### src/rtl/wdg_pkg.sv
package wdg_pkg;

    typedef struct packed {
        logic meta;
        logic stable;
        logic last;
    } hb_sync_t;

    typedef struct packed {
        logic alarm_n;
    } wdg_out_t;

endpackage

### src/rtl/wdg_edge_sync.sv
module wdg_edge_sync
    import wdg_pkg::*;
(
    input  logic clk,
    input  logic rst_n,
    input  logic hb_async,
    output logic hb_change
);

    hb_sync_t sync_d, sync_q;

    always_comb begin
        sync_d        = sync_q;
        sync_d.meta   = hb_async;
        sync_d.stable = sync_q.meta;
        sync_d.last   = sync_q.stable;
    end

    always_ff @(posedge clk or negedge rst_n) begin
        if (!rst_n) begin
            sync_q <= '0;
        end else begin
            sync_q <= sync_d;
        end
    end

    // either direction of change counts
    assign hb_change = sync_q.stable ^ sync_q.last;

endmodule

### src/rtl/wdg_tick_counter.sv
module wdg_tick_counter #(
    parameter int TIMEOUT_TICKS = 1600
) (
    input  logic clk,
    input  logic rst_n,
    input  logic tick,
    input  logic hold_clr,
    input  logic hb_change,
    output logic expired_d
);

    localparam int CNT_W = $clog2(TIMEOUT_TICKS + 1);
    localparam logic [CNT_W-1:0] LIMIT = CNT_W'(TIMEOUT_TICKS);

    typedef struct packed {
        logic [CNT_W-1:0] cnt;
    } cnt_state_t;

    cnt_state_t st_d, st_q;

    always_comb begin
        st_d = st_q;
        if (hold_clr || hb_change) begin
            st_d.cnt = '0;
        end else if (tick && (st_q.cnt != LIMIT)) begin
            st_d.cnt = st_q.cnt + 1'b1;
        end
        expired_d = (st_d.cnt == LIMIT);
    end

    always_ff @(posedge clk or negedge rst_n) begin
        if (!rst_n) begin
            st_q <= '0;
        end else begin
            st_q <= st_d;
        end
    end

    AST_NO_OVERFLOW: assert property (@(posedge clk) disable iff (!rst_n)
        st_q.cnt <= LIMIT);
    AST_SAT_HOLD: assert property (@(posedge clk) disable iff (!rst_n)
        (st_q.cnt == LIMIT && !hold_clr && !hb_change) |=> (st_q.cnt == LIMIT));
    AST_HOLD_CLEAR: assert property (@(posedge clk) disable iff (!rst_n)
        hold_clr |=> (st_q.cnt == '0));
    AST_EDGE_CLEAR: assert property (@(posedge clk) disable iff (!rst_n)
        hb_change |=> (st_q.cnt == '0));

endmodule

### src/rtl/wdg_heartbeat_monitor.sv
module wdg_heartbeat_monitor
    import wdg_pkg::*;
#(
    parameter int TIMEOUT_TICKS = 1600
) (
    input  logic clk,
    input  logic rst_n,
    input  logic tick,
    input  logic hb_level,
    input  logic hb_float,
    input  logic sys_rst,
    input  logic low_supply,
    output logic wdo_n
);

    logic     hb_change;
    logic     expired_d;
    logic     hold_clr;
    wdg_out_t out_d, out_q;

    wdg_edge_sync u_sync (
        .clk       (clk),
        .rst_n     (rst_n),
        .hb_async  (hb_level),
        .hb_change (hb_change)
    );

    assign hold_clr = sys_rst | hb_float;

    wdg_tick_counter #(
        .TIMEOUT_TICKS (TIMEOUT_TICKS)
    ) u_cnt (
        .clk       (clk),
        .rst_n     (rst_n),
        .tick      (tick),
        .hold_clr  (hold_clr),
        .hb_change (hb_change),
        .expired_d (expired_d)
    );

    always_comb begin
        out_d         = out_q;
        out_d.alarm_n = !(expired_d || low_supply);
    end

    always_ff @(posedge clk or negedge rst_n) begin
        if (!rst_n) begin
            out_q <= '{alarm_n: 1'b1};
        end else begin
            out_q <= out_d;
        end
    end

    assign wdo_n = out_q.alarm_n;

    AST_LOW_FORCE: assert property (@(posedge clk) disable iff (!rst_n)
        low_supply |=> !wdo_n);
    AST_FLOAT_QUIET: assert property (@(posedge clk) disable iff (!rst_n)
        (hb_float && !low_supply) |=> wdo_n);
    AST_SYSRST_QUIET: assert property (@(posedge clk) disable iff (!rst_n)
        (sys_rst && !low_supply) |=> wdo_n);

endmodule

### config.mk
export PLATFORM = sky130hd
export DESIGN_NAME = wdg_heartbeat_monitor
export DESIGN_NICKNAME = d
export VERILOG_FILES = /design/src/rtl/wdg_pkg.sv /design/src/rtl/wdg_edge_sync.sv /design/src/rtl/wdg_tick_counter.sv /design/src/rtl/wdg_heartbeat_monitor.sv
export SDC_FILE = /design/constraint.sdc
export NUM_CORES = 1
export LEC_CHECK = 0
export BUFFER_PORTS_ARGS = -buffer_cell sky130_fd_sc_hd__buf_4
export CAP_MARGIN = 20
export CORE_MARGIN = 2
export CORE_UTILIZATION = 45
export CTS_CLUSTER_DIAMETER = 100
export DETAILED_ROUTE_END_ITERATION = 6
export RECOVER_POWER = 50
export SLEW_MARGIN = 20
export SYNTH_ARGS = -nofsm -noshare
export SYNTH_HDL_FRONTEND = slang
export SYNTH_SLANG_ARGS = --single-unit
export TNS_END_PERCENT = 30
### constraint.sdc
create_clock -name clk -period 2.2 [get_ports clk]
set_clock_uncertainty 0.1 [all_clocks]
set_input_delay 0.44 -clock clk [delete_from_list [all_inputs] [get_ports clk]]
set_output_delay 0.44 -clock clk [all_outputs]
set_load 0.02 [all_outputs]
==> impl_metrics.ini <==
[setup_path]
ff2ff_setup_slack_ns = 0.08
crit_path_end_kind = flip-flop
path_class = reg2reg
slowest_delay_ns = 0.54
cp-start-kind = flip-flop
worst-path-max-fanout = 6
critical_path.cell_chain = or4b_1 > and4bb_1 > o21ai_1 > a221o_1 > a41oi_2
slowest_stage = or4b_1
worst_ep_arrival_time_ns = 2.23
timing.critical_path.required_ns = 2.32

[detailed_routing]
vias_per_cell = 5.57
dr_wl_met2_um = 662
top_layer = met4
num_vias = 590
routed_wl_mm = 1.48
post_drt_wl_per_cell_um = 14.0
dr_wl_met3_um = 76
firstDrtPassIters = 4
first_iter_violations = 6
drc = 0
ant_nets = 0
wl_met1_um = 681

[cells_and_area]
seq_area_um2 = 377
instances_no_fill = 106
n_fill_cell = 152
antenna_cells = 0
fin_nets = 99
drive_gt1_frac = 0.169
synthToLayoutAreaGrowth_pct = 15.6
multi_input_area_um2 = 383

[sta]
slew_headroom = 0.460
period_needed_ns = 2.12
fin_setup_tns_ns = 0
holdWs_ns = 0.157
setup_viol_count_final = 0
finalCritPeriodShare = 0.961
tightest_slew_ns = 0.810
slew_violations = 0
finalHoldViolCount = 0
rsz0062_at_grt = false
clock.fmax_ghz = 0.473

[cts]
ctsResizeCount = 0
clkSinkCount = 15
clock_latency_ns = 0.29
numCtsBuffers = 3
cts.clk_slew.worst_paths_ns = 0.09
cts_tree = done
ctsHtreeMaxLevel = 1
clk_path_buf_depth = 2
clock-root-buffer = clkbuf_4

[power_and_ir_drop]
leakagePower_nw = 0.383
p_total_mw = 0.475
power_density_nw_per_um2 = 528
peakVddDrop_uv = 349

[status]
status = finished, final reports clean

[grt]
grt-ovfl-total = 0
grt_max_degree = 16
grt_pass1_wl_mm = 2.39
first_global_vias = 560
antenna_found_initial = 0
grt_use_total = 0.172

[placement]
port_buffers = 7
place_hpwl_mm = 1.11
gp_congestion = 0.850
dpl.cell_count = 101

[floorplan]
ios = 8
die_w_um = 45.6
start_util = 0.466
die_y_um = 45.6
dieArea_um2 = 2080
core-area_um2 = 1670
rows = 15

[logic_synthesis]
synth_flop_cell = dfrtp_1
ys_ff_latch = 15
ys.warnings.count = 0
synth.distinct_cells = 30
netlist_area_um2 = 778
synthCells = 76
synth-edff-count = 0
async_reset_ff_frac = 1.00
yosysSeqAreaShare = 0.484
synth_area_per_cell_um2 = 10.2
synth_fp_nets = 85

[flow_run]
max_cap_violations = 0

[hold_path]
min_path_type = in2reg
[cell usage in the layout, fill, tap and decap left out, drive strengths merged, types with 2 or more instances in the layout]
master / netlist / final
buf: 0 / 8
xnor2: 3 / 3
nor3: 2 / 2
nand3: 2 / 2
nand4: 3 / 3
and2: 2 / 2
nor2: 12 / 12
nand2: 5 / 5
dfrtp: 14 / 14
a41oi: 2 / 2
clkbuf: 2 / 6
inv: 3 / 3
xor2: 7 / 7
and4: 2 / 2
ha: 2 / 2
[registers in the layout, summed over array words and instances, names as in the netlist]
name	count
u_cnt.st_q	11
u_sync.sync_d	2
u_sync.sync_q	1
wdo_n	1
[logic make-up after synthesis]
group                      after synthesis  share of synthesized area
AOI/OAI and AO/OA                        6                     0.0659
xor gates and xnor gates                10                      0.113
adders and majority gates                2                     0.0321
buffers and inverters                    5                     0.0241
DFF                                     15                      0.484
muxes                                    1                     0.0129
and+or+nand+nor                         37                      0.269
[report_power, final]
part	internal, mW	switching [mW]
Sequential	0.281	0.00267
Clock	0.0705	0.0891
Combinational	0.0147	0.0170
Total	0.366	0.109
[through the flow]
| stage | cell area, um2 | utilization | setup slack (ns) |
|---|---|---|---|
| 2_1_floorplan | 778 | - | 0.216 |
| 3_3_place_gp | 867 | 0.519 | 0.189 |
| 3_5_place_dp | 867 | 0.519 | 0.127 |
| 4_1_cts | 903 | 0.541 | 0.102 |
| 5_1_grt | 900 | 0.539 | 0.0115 |
| 6_report | 900 | 0.539 | 0.0849 |
[metal layers]
metal  vias to the layer above  track usage
li1                        293            -
met1                       273        0.208
met2                        17        0.259
met3                         7       0.0317
met4                         0        0.147
met5                         -            0
[repair_timing]
item | 4_1_cts | 5_1_grt
setup buffers | 0 | 0
hold buffers | 1 | 0
hold endpoints to repair | 14 | 0
[layout make-up]
type / instances / share of cell area
multi-input cells: 56 / 0.426
flip-flops and latches: 15 / 0.419
repair buffers: 11 / 0.0904
clock buffers: 4 / 0.0292
well taps: 17 / 0.0236
inverters: 3 / 0.0125
[final timing paths]
kind / start / endpoint / depth (start not counted)
setup / recovery: u_cnt.st_q[5] / wdo_n / 5
hold / removal: low_supply / wdo_n / 2
setup reg to reg: u_cnt.st_q[5] / wdo_n / 5
hold reg to reg: u_sync.sync_d[1] / u_sync.sync_d[0] / 0
max in group asynchronous: rst_n / u_sync.sync_d[0] / 2
min in group asynchronous: rst_n / u_cnt.st_q[2] / 2
[synthesized netlist by cell type (all sizes together), types with 2 or more instances]
cell,n,area [um2]
nor3,2,10.0
nor2,12,45.0
ha,2,25.0
a41oi,2,25.0
clkbuf,2,7.51
dfrtp,14,350
and2,2,12.5
xnor2,3,26.3
nand4,3,18.8
inv,3,11.3
and4,2,17.5
nand2,5,18.8
xor2,7,61.3
nand3,2,10.0
[worst max-delay path: cells and delay by family, from the launching register on]
family          cells  cell delay, ns
compound gates      3            0.65
simple gates        2            0.85
flops               1            0.45
(Power assumes the default switching activity.)
